==> config.mk <==
export PLATFORM = sky130hd
export DESIGN_NAME = trig_seq
export DESIGN_NICKNAME = d
export VERILOG_FILES = /design/src/rtl/trig_seq_pkg.sv /design/src/rtl/trig_seq_cond.sv /design/src/rtl/trig_seq_table.sv /design/src/rtl/trig_seq_core.sv /design/src/rtl/trig_seq.sv
export SDC_FILE = /design/constraint.sdc
export NUM_CORES = 1
export LEC_CHECK = 0
export ABC_AREA = 1
export BUFFER_PORTS_ARGS = -buffer_cell sky130_fd_sc_hd__buf_2
export CORE_UTILIZATION = 57
export CTS_CLUSTER_SIZE = 30
export DETAILED_ROUTE_END_ITERATION = 16
export PLACE_DENSITY_LB_ADDON = 0.1
export SETUP_SLACK_MARGIN = 0.1
export SLEW_MARGIN = 20
export SYNTH_ARGS = -nofsm -noshare
export SYNTH_HDL_FRONTEND = slang
export SYNTH_SLANG_ARGS = --single-unit
==> constraint.sdc <==
create_clock -name clk_i -period 3.34 [get_ports clk_i]
set_input_delay 0.334 -clock clk_i [delete_from_list [all_inputs] [get_ports clk_i]]
set_output_delay 0.334 -clock clk_i [all_outputs]
set_load 0.05 [all_outputs]
==> src/rtl/trig_seq_pkg.sv <==
package trig_seq_pkg;
  localparam int STATE_W    = 4;
  localparam int NUM_STATES = 1 << STATE_W;
  localparam int CNT_W      = 20;
  localparam int WORD_W     = 32;
  localparam int NUM_TMR    = 2;
  localparam int NUM_COND   = 3;
  localparam int COND_CAP   = 0;
  localparam int COND_HIT   = 1;
  localparam int COND_ELSE  = 2;

  // msb..lsb matches the programmed word layout
  typedef struct packed {
    logic               last;
    logic               trig;
    logic [NUM_TMR-1:0] start;
    logic [NUM_TMR-1:0] clear;
    logic [NUM_TMR-1:0] stop;
    logic [STATE_W-1:0] else_idx;
    logic [CNT_W-1:0]   occ;
  } state_word_t;

  typedef enum logic [1:0] {
    FLD_CTRL = 2'd0,
    FLD_CAP  = 2'd1,
    FLD_HIT  = 2'd2,
    FLD_ELSE = 2'd3
  } field_e;
endpackage

==> src/rtl/trig_seq_cond.sv <==
module trig_seq_cond #(
  parameter int MATCH_W  = 8,
  parameter int NUM_COND = 3
) (
  input  logic [NUM_COND-1:0][MATCH_W-1:0] mask_i,
  input  logic [MATCH_W-1:0]               match_i,
  output logic [NUM_COND-1:0]              cond_o
);
  for (genvar g = 0; g < NUM_COND; g++) begin : g_cond
    assign cond_o[g] = |(mask_i[g] & match_i);
  end
endmodule

==> src/rtl/trig_seq_table.sv <==
module trig_seq_table
  import trig_seq_pkg::*;
#(
  parameter int MATCH_W = 8
) (
  input  logic                             clk_i,
  input  logic                             rst_ni,
  input  logic                             wr_en_i,
  input  logic [STATE_W-1:0]               wr_sel_i,
  input  field_e                           wr_field_i,
  input  logic [WORD_W-1:0]                wr_data_i,
  input  logic [STATE_W-1:0]               rd_sel_i,
  output state_word_t                      rd_word_o,
  output logic [NUM_COND-1:0][MATCH_W-1:0] rd_mask_o
);
  state_word_t                      word_q [NUM_STATES];
  logic [NUM_COND-1:0][MATCH_W-1:0] mask_q [NUM_STATES];

  for (genvar g = 0; g < NUM_STATES; g++) begin : g_entry
    logic sel;
    assign sel = wr_en_i && (wr_sel_i == STATE_W'(g));

    always_ff @(posedge clk_i or negedge rst_ni) begin
      if (!rst_ni) begin
        word_q[g] <= '0;
        mask_q[g] <= '0;
      end else if (sel) begin
        unique case (wr_field_i)
          FLD_CTRL: word_q[g]           <= state_word_t'(wr_data_i);
          FLD_CAP:  mask_q[g][COND_CAP]  <= wr_data_i[MATCH_W-1:0];
          FLD_HIT:  mask_q[g][COND_HIT]  <= wr_data_i[MATCH_W-1:0];
          FLD_ELSE: mask_q[g][COND_ELSE] <= wr_data_i[MATCH_W-1:0];
          default: ;
        endcase
      end
    end
  end

  assign rd_word_o = word_q[rd_sel_i];
  assign rd_mask_o = mask_q[rd_sel_i];
endmodule

==> src/rtl/trig_seq_core.sv <==
module trig_seq_core
  import trig_seq_pkg::*;
(
  input  logic                clk_i,
  input  logic                rst_ni,
  input  logic                arm_i,
  input  logic                sample_valid_i,
  input  logic [NUM_COND-1:0] cond_i,
  input  state_word_t         word_i,
  output logic [STATE_W-1:0]  state_o,
  output logic                capture_o,
  output logic                run_o,
  output logic [NUM_TMR-1:0]  tmr_start_o,
  output logic [NUM_TMR-1:0]  tmr_stop_o,
  output logic [NUM_TMR-1:0]  tmr_clear_o
);
  localparam logic [STATE_W-1:0] LAST_IDX = STATE_W'(NUM_STATES - 1);

  logic [STATE_W-1:0] state_q;
  logic [CNT_W-1:0]   cnt_q;
  logic [CNT_W-1:0]   occ_eff;
  logic [CNT_W:0]     cnt_inc;
  logic               done;
  logic               is_last;

  assign occ_eff = (word_i.occ == '0) ? CNT_W'(1) : word_i.occ;
  assign cnt_inc = {1'b0, cnt_q} + (CNT_W+1)'(1);
  assign done    = cnt_inc >= {1'b0, occ_eff};
  assign is_last = word_i.last || (state_q == LAST_IDX);

  always_ff @(posedge clk_i or negedge rst_ni) begin
    if (!rst_ni) begin
      state_q     <= '0;
      cnt_q       <= '0;
      capture_o   <= 1'b0;
      run_o       <= 1'b0;
      tmr_start_o <= '0;
      tmr_stop_o  <= '0;
      tmr_clear_o <= '0;
    end else if (!arm_i) begin
      state_q     <= '0;
      cnt_q       <= '0;
      capture_o   <= 1'b0;
      run_o       <= 1'b0;
      tmr_start_o <= '0;
      tmr_stop_o  <= '0;
      tmr_clear_o <= '0;
    end else begin
      capture_o   <= sample_valid_i && cond_i[COND_CAP];
      tmr_start_o <= '0;
      tmr_stop_o  <= '0;
      tmr_clear_o <= '0;
      if (sample_valid_i) begin
        if (cond_i[COND_HIT]) begin
          if (done) begin
            cnt_q       <= '0;
            tmr_start_o <= word_i.start;
            tmr_stop_o  <= word_i.stop;
            tmr_clear_o <= word_i.clear;
            if (word_i.trig || is_last) run_o <= 1'b1;
            if (!is_last) state_q <= state_q + STATE_W'(1);
          end else begin
            cnt_q <= cnt_inc[CNT_W-1:0];
          end
        end else if (cond_i[COND_ELSE]) begin
          cnt_q   <= '0;
          state_q <= word_i.else_idx;
        end
      end
    end
  end

  assign state_o = state_q;
endmodule

==> src/rtl/trig_seq.sv <==
module trig_seq
  import trig_seq_pkg::*;
#(
  parameter int MATCH_W = 8
) (
  input  logic               clk_i,
  input  logic               rst_ni,
  input  logic               arm_i,
  input  logic               wr_en_i,
  input  logic [3:0]         wr_sel_i,
  input  logic [1:0]         wr_field_i,
  input  logic [31:0]        wr_data_i,
  input  logic               sample_valid_i,
  input  logic [MATCH_W-1:0] match_i,
  output logic               capture_o,
  output logic               run_o,
  output logic [1:0]         tmr_start_o,
  output logic [1:0]         tmr_stop_o,
  output logic [1:0]         tmr_clear_o,
  output logic [3:0]         state_o
);
  state_word_t                      cur_word;
  logic [NUM_COND-1:0][MATCH_W-1:0] cur_mask;
  logic [NUM_COND-1:0]              cur_cond;
  logic [STATE_W-1:0]               cur_state;

  // table frozen while armed
  trig_seq_table #(.MATCH_W(MATCH_W)) u_table (
    .clk_i      (clk_i),
    .rst_ni     (rst_ni),
    .wr_en_i    (wr_en_i && !arm_i),
    .wr_sel_i   (wr_sel_i),
    .wr_field_i (field_e'(wr_field_i)),
    .wr_data_i  (wr_data_i),
    .rd_sel_i   (cur_state),
    .rd_word_o  (cur_word),
    .rd_mask_o  (cur_mask)
  );

  trig_seq_cond #(.MATCH_W(MATCH_W), .NUM_COND(NUM_COND)) u_cond (
    .mask_i  (cur_mask),
    .match_i (match_i),
    .cond_o  (cur_cond)
  );

  trig_seq_core u_core (
    .clk_i          (clk_i),
    .rst_ni         (rst_ni),
    .arm_i          (arm_i),
    .sample_valid_i (sample_valid_i),
    .cond_i         (cur_cond),
    .word_i         (cur_word),
    .state_o        (cur_state),
    .capture_o      (capture_o),
    .run_o          (run_o),
    .tmr_start_o    (tmr_start_o),
    .tmr_stop_o     (tmr_stop_o),
    .tmr_clear_o    (tmr_clear_o)
  );

  assign state_o = cur_state;
endmodule

# Word level (Yosys, flattened, before mapping)
# Index checks and enable logic that the tools add are counted.
[word_totals] regBits=928 input_bits=51 out_inout_bits=12
[classes] addsub=2 n_lt_le_gt_ge=2 eq_ne=26 mux=36 n_bitwise=4 reduce_logical=94
[op_table] cell="2-bit AND reduction" count=65
[op_table] cell="32-bit binary-select mux with 4-bit select" count=1
[op_table] cell="20-bit two-way mux" count=6
[op_table] cell="24-bit binary-select mux with 4-bit select" count=1
[op_table] cell="32-bit two-way mux" count=2
[op_table] cell="24-bit two-way mux" count=2
[op_table] cell="4-bit == test (second input constant)" count=9
[op_table] cell="8-bit bitwise AND" count=3
[op_table] cell="2-bit two-way mux" count=12
[op_table] cell="4-bit two-way mux" count=6
[op_table] cell="8-bit OR reduction" count=3
[op_table] cell="20-bit by 1-bit adder with 21-bit output (second input constant)" count=1
[op_table] cell="21-bit by 20-bit >= comparator with 1-bit output" count=1
[op_table] cell="20-bit zero test" count=1
[op_table] cell="1-bit logical AND" count=18
[op_table] cell="4-bit by 3-bit == test with 1-bit output (second input constant)" count=4
[op_table] cell="4-bit by 2-bit == test with 1-bit output (second input constant)" count=2
[op_table] cell="2-bit by 1-bit != test with 1-bit output (second input constant)" count=4
[op_table] cell="4-bit AND reduction" count=2
[op_table] cell="1-bit two-way mux" count=6
[op_table] cell="5-bit >= comparator (second input constant)" count=1
[op_table] cell="4-bit NOT with 5-bit output" count=1
[op_table] cell="4-bit by 1-bit adder with 4-bit output (second input constant)" count=1
[op_table] cell="2-bit == test (second input constant)" count=2
[op_table] cell="9 further kinds" count=10

# Depth between registers and ports, before layout
[depth] ltp_word=11 depth_mapped=29 ltp_nobuf=23

# Modules after synthesis
# A second synthesis with hierarchy kept.
[hier_totals] hier_cells=6141 area_unflattened_um2=45524.9
[modules_own_cells] mod="trig_seq_table" instances=1 cells_each=5745 area_per_inst_um2=42796.0
[modules_own_cells] mod="trig_seq_core" instances=1 cells_each=349 area_per_inst_um2=2549.9
[modules_own_cells] mod="trig_seq_cond" instances=1 cells_each=45 area_per_inst_um2=168.9
[modules_own_cells] mod="trig_seq" instances=1 cells_each=2 area_per_inst_um2=10.0

# Worst setup path after synthesis
# Ideal clock, no wire load.
[synth_path] kind="reg2reg" from="register u_core.state_q[0] (netlist: u_core.state_o[0])" to="register u_core.cnt_q[10]" setup_time_ns=0.065 t_arrival_ns=3.552 required_ns=3.275 setup_slack_ns=-0.277 path_stages_with_launch=28 path_buffers=7 path_cell_list="dfrtp_1 buf_4 inv_2 buf_6 buf_6 buf_6 buf_6 buf_2 o21ai_1 o221ai_1 o211ai_1 nand2_1 nor2_1 nand4_1 nor2_1 nand2_1 nand2_1 ha_1 nand4_1 nor2_1 nand2_1 nand3_1 a21oi_2 inv_2 nor2_1 buf_4 nand3_2 nand2_1"
[synth_between] elab_chain_len=11 elab_cells_between_ends=20
[synth_lines] element="start: declaration" line="trig_seq_core.sv:19" text="logic [STATE_W-1:0] state_q;"
[synth_lines] element="start signal: assignment" line="trig_seq_core.sv:61" text="if (!is_last) state_q <= state_q + STATE_W'(1);"
[synth_lines] element="start signal: assignment" line="trig_seq_core.sv:67" text="state_q <= word_i.else_idx;"
[synth_lines] element="4-bit NOT with 5-bit output (not written as such) *" line="trig_seq_table.sv:39, trig_seq_table.sv:40"
[synth_lines] element="32-bit binary-select mux with 4-bit select" line="trig_seq_table.sv:39" text="assign rd_word_o = word_q[rd_sel_i];"
[synth_lines] element="32-bit two-way mux (not written as such) (2 in a row)" line="trig_seq_table.sv:39"
[synth_lines] element="20-bit zero test" line="trig_seq_core.sv:26" text="assign occ_eff = (word_i.occ == '0) ? CNT_W'(1) : word_i.occ;"
[synth_lines] element="20-bit two-way mux" line="trig_seq_core.sv:26"
[synth_lines] element="21-bit by 20-bit >= comparator with 1-bit output" line="trig_seq_core.sv:28" text="assign done = cnt_inc >= {1'b0, occ_eff};"
[synth_lines] element="20-bit two-way mux" line="trig_seq_core.sv:55" text="if (done) begin"
[synth_lines] element="20-bit two-way mux" line="trig_seq_core.sv:54" text="if (cond_i[COND_HIT]) begin"
[synth_lines] element="20-bit two-way mux" line="trig_seq_core.sv:53" text="if (sample_valid_i) begin"
[synth_lines] element="20-bit two-way mux" line="trig_seq_core.sv:40" text="end else if (!arm_i) begin"
[synth_lines] element="end signal: assignment" line="trig_seq_core.sv:63" text="cnt_q <= cnt_inc[CNT_W-1:0];"
[synth_lines] element="end: declaration" line="trig_seq_core.sv:20" text="logic [CNT_W-1:0] cnt_q;"
# Every way passes the cells marked *; elsewhere a longest branch is shown, timed or not. The select of a mux whose other input is x is not followed.
# A chain may end at the register's enable or synchronous reset.

# Worst setup path after layout
[layout_path] from="register u_core.state_q[0] (netlist: u_core.state_o[0])" to="register u_core.cnt_q[9]"
# The elaborated chain is that of the path after synthesis.

==> impl_metrics.py <==
metrics = {
    "outcome": {
        "outcome": "finished, violations left",
        "failed_checks": "negative setup slack",
    },
    "grt": {
        "grt_pass1_wl_mm": 198,
        "overflow": 0,
        "grt_max_degree": 224,
        "grt_pass1_vias": 34746,
        "antenna_found_initial": 1,
        "track_usage": 0.335,
    },
    "place": {
        "place_worst_setup_slack_ps": -86.9,
        "gp_congestion": 0.832,
        "dpl.hpwl_mm": 69.6,
        "dp_cells": 5896,
        "placed_area_mm2": 0.0442,
        "portBuffers": 62,
    },
    "setup_path": {
        "max_stage_delay_ps": 450,
        "crit_arrival_ps": 4070,
        "crit_family": "simple AND/OR/NAND/NOR gates",
        "crit_fanout": 7,
        "start_kind": "flip-flop",
        "cp.buffers_inverters": 8,
        "endpoint_kind": "flip-flop",
        "criticalPathCategory": "flip-flop to flip-flop",
        "cp_data_required_time_ps": 3940,
        "critPathSlowestCell": "dfrtp_4",
    },
    "die": {
        "num_rows": 99,
        "die_x_um": 275,
        "die_h_um": 275,
        "start_util": 0.579,
        "die-area_mm2": 0.0758,
        "core_area_mm2": 0.0735,
        "io_pins": 63,
    },
    "drt": {
        "first_pass_iters": 6,
        "drtIter0Drc": 4008,
        "postRouteAntennaNets": 0,
        "wl_mm": 125,
        "drc": 0,
        "vias": 36478,
        "via_per_inst": 5.98,
        "avgRoutedWirePerCell_um": 20.5,
    },
    "sta": {
        "worst_slack_ps": -139,
        "max_clock_freq_mhz": 287,
        "setup_viol": 29,
        "skew_ps": 25.5,
        "worst_slew_pin_slew_ps": 1030,
        "max-slew-margin-rel": 0.311,
        "fin_crit_ps": 3480,
        "drv_slew": 0,
        "fin_crit_sh": 1.04,
        "hold_viol_final": 0,
        "rsz0062_at_grt": "true",
    },
    "finish": {
        "register_area_mm2": 0.0232,
        "drive_gt1_frac": 0.0998,
        "n_antenna_cell": 0,
        "fillers": 6167,
        "finalNetCount": 5140,
        "finalInstanceArea_mm2": 0.0483,
        "multi_input_area_mm2": 0.0174,
        "layout.cells.non_filler": 6097,
        "fin_util": 0.657,
        "syn2layout_area_growth_pct": 13.4,
    },
    "yosys": {
        "synth_ff_type": "dfrtp_1",
        "avgSynthCellArea_um2": 8.28,
        "async_flop_share": 1.00,
        "synth_cell_type_count": 40,
        "synth.most_common_cell": "nand2_1",
        "synth_edf_count": 0,
        "synth-seq-cells": 928,
        "synth_top_cell_area_share": 0.546,
        "syn_area_mm2": 0.0426,
        "yosysWarnings": 0,
        "synthTopCellsByArea": "dfrtp_1, o21ai_0, nand2_1, nor2_1, nand3_1",
        "synth_fp_nets": 5214,
        "synth_top_area_cell": "dfrtp_1",
        "yosysSeqAreaShare": 0.546,
        "syn_inst": 5141,
        "synth_commonest_cells": "nand2_1, o21ai_0, dfrtp_1",
    },
    "clocking": {
        "htreeDepth": 3,
        "root_buffer": "clkbuf_16",
        "tritoncts": "done",
        "clk_latency_ps": 670,
        "clockBufferDepth": 3,
        "cts_buffers": 97,
        "clkTransAtPathRegs_ps": 60,
        "clock_sinks": 928,
    },
    "power_and_ir_drop": {
        "leakagePower_nw": 22.3,
        "vdd_ir_drop_max_mv": 0.517,
        "p_per_area_mw_per_mm2": 686,
    },
    "flow_run": {
        "cap_violations": 0,
    },
    "worst_hold_path": {
        "hold_class": "input port to flip-flop",
    },
}
logic make-up after synthesis:
group                      Yosys count  synth area share
adders and majority gates           22           0.00647
xor gates and xnor gates            16           0.00329
and+or+nand+nor                   2117             0.198
AOI/OAI and AO/OA                 1490             0.190
DFF                                928             0.546
buffers and inverters              568            0.0566
state kept, by name (all words and copies together) (netlist names):
name                cells
u_core.cnt_q           20
u_table.mask_q        384
u_core.tmr_start_o      2
u_core.run_o            1
u_table.word_q        512
u_core.tmr_stop_o       2
u_core.tmr_clear_o      2
u_core.capture_o        1
u_core.state_o          4
cells in the final DEF (no fill, tap or decap), drive strengths merged:
| master | count |
|---|---|
| a21boi | 2 |
| a21oi | 41 |
| a221oi | 12 |
| a22o | 1 |
| and3 | 1 |
| buf | 240 |
| bufbuf | 2 |
| bufinv | 9 |
| clkbuf | 143 |
| clkinv | 18 |
| clkinvlp | 1 |
| dfrtp | 928 |
| dlygate4sd3 | 1 |
| ha | 22 |
| inv | 151 |
| nand2 | 1331 |
| nand3 | 284 |
| nand3b | 1 |
| nand4 | 13 |
| nor2 | 474 |
| nor3 | 11 |
| nor4 | 1 |
| o211ai | 48 |
| o21ai | 1249 |
| o21bai | 1 |
| o221ai | 100 |
| o22ai | 30 |
| o31ai | 6 |
| or2 | 1 |
| xnor2 | 5 |
| xor2 | 11 |
layout make-up:
| cell class | instances | area share |
|---|---|---|
| multi-input combinational | 3645 | 0.360 |
| inverter | 147 | 0.0120 |
| timing repair buffer | 246 | 0.0540 |
| tap | 959 | 0.0249 |
| sequential | 928 | 0.482 |
| clock inverter | 30 | 0.00884 |
| clock buffer | 140 | 0.0584 |
| timing repair inverter | 2 | 0.000363 |
worst reg2reg max path, stage by stage (launching register included):
cell and delay, ps:
dfrtp_4 450, buf_12 160, inv_16 60, buf_16 160, buf_12 150, o21ai_2 120
o22ai_1 70, o211ai_1 180, nand2_1 120, nor2_1 140, nand4_1 150, nor2_1 140
nand2_1 80, nand2_2 90, ha_4 120, inv_2 20, nand4_1 70, nand3_1 90
nand3_2 80, nand3_2 100, a21oi_4 210, inv_2 70, nor2_4 140, buf_6 150
clkbuf_16 150, nand3_2 70, nand2_1 70
path summary, 6_finish.rpt:
path                            cells after the start                        endpoint  slack, ps                            from
worst max-delay path                               26     u_core.cnt_q[9]$_DFFE_PN0P_       -140   u_core.state_o[0]$_DFFE_PN0P_
worst min-delay path                                3        u_core.run_o$_DFFE_PN0P_         70                           arm_i
worst max register to register                     26     u_core.cnt_q[9]$_DFFE_PN0P_       -140   u_core.state_o[0]$_DFFE_PN0P_
worst min register to register                      2  u_table.word_q[29]$_DFFE_PN0P_        480  u_table.word_q[29]$_DFFE_PN0P_
max in group asynchronous                           3  u_table.word_q[50]$_DFFE_PN0P_       2020                          rst_ni
min in group asynchronous                           2  u_table.mask_q[73]$_DFFE_PN0P_        280                          rst_ni
timing repair:
action,CTS,global route
hold buffers,1,0
setup endpoints to repair,31,31
buffers inserted,16,3
gates resized for setup,92,43
endpoints found under the hold margin,49,0
pin swaps,3,32
cloned,11,3
routing by layer:
layer	track usage	wire, µm
met2	0.535	57500
met3	0.0472	9090
met4	0.113	3660
met1	0.472	54700
met5	0	13
power by group:
group | switching [mW] | total [mW] | internal, mW | leakage (nW)
clock | 4.53 | 11.1 | 6.54 | 1.60
combinational | 5.98 | 9.33 | 3.35 | 8.00
sequential | 0.550 | 12.7 | 12.2 | 12.6
total | 11.1 | 33.1 | 22.1 | 22.3
through the flow:
stage | TNS [ps] | hold slack, ps | power [mW]
after detailed placement | -1480 | 401 | 21.1
after floorplan | 0 | 38.4 | 18.4
after global routing | -7320 | 81.3 | 34.7
final | -2010 | 69.7 | 33.1
after global placement | -58.6 | 403 | 21.0
after CTS | -66.1 | 33.4 | 32.9
(Power assumes the default switching activity.)
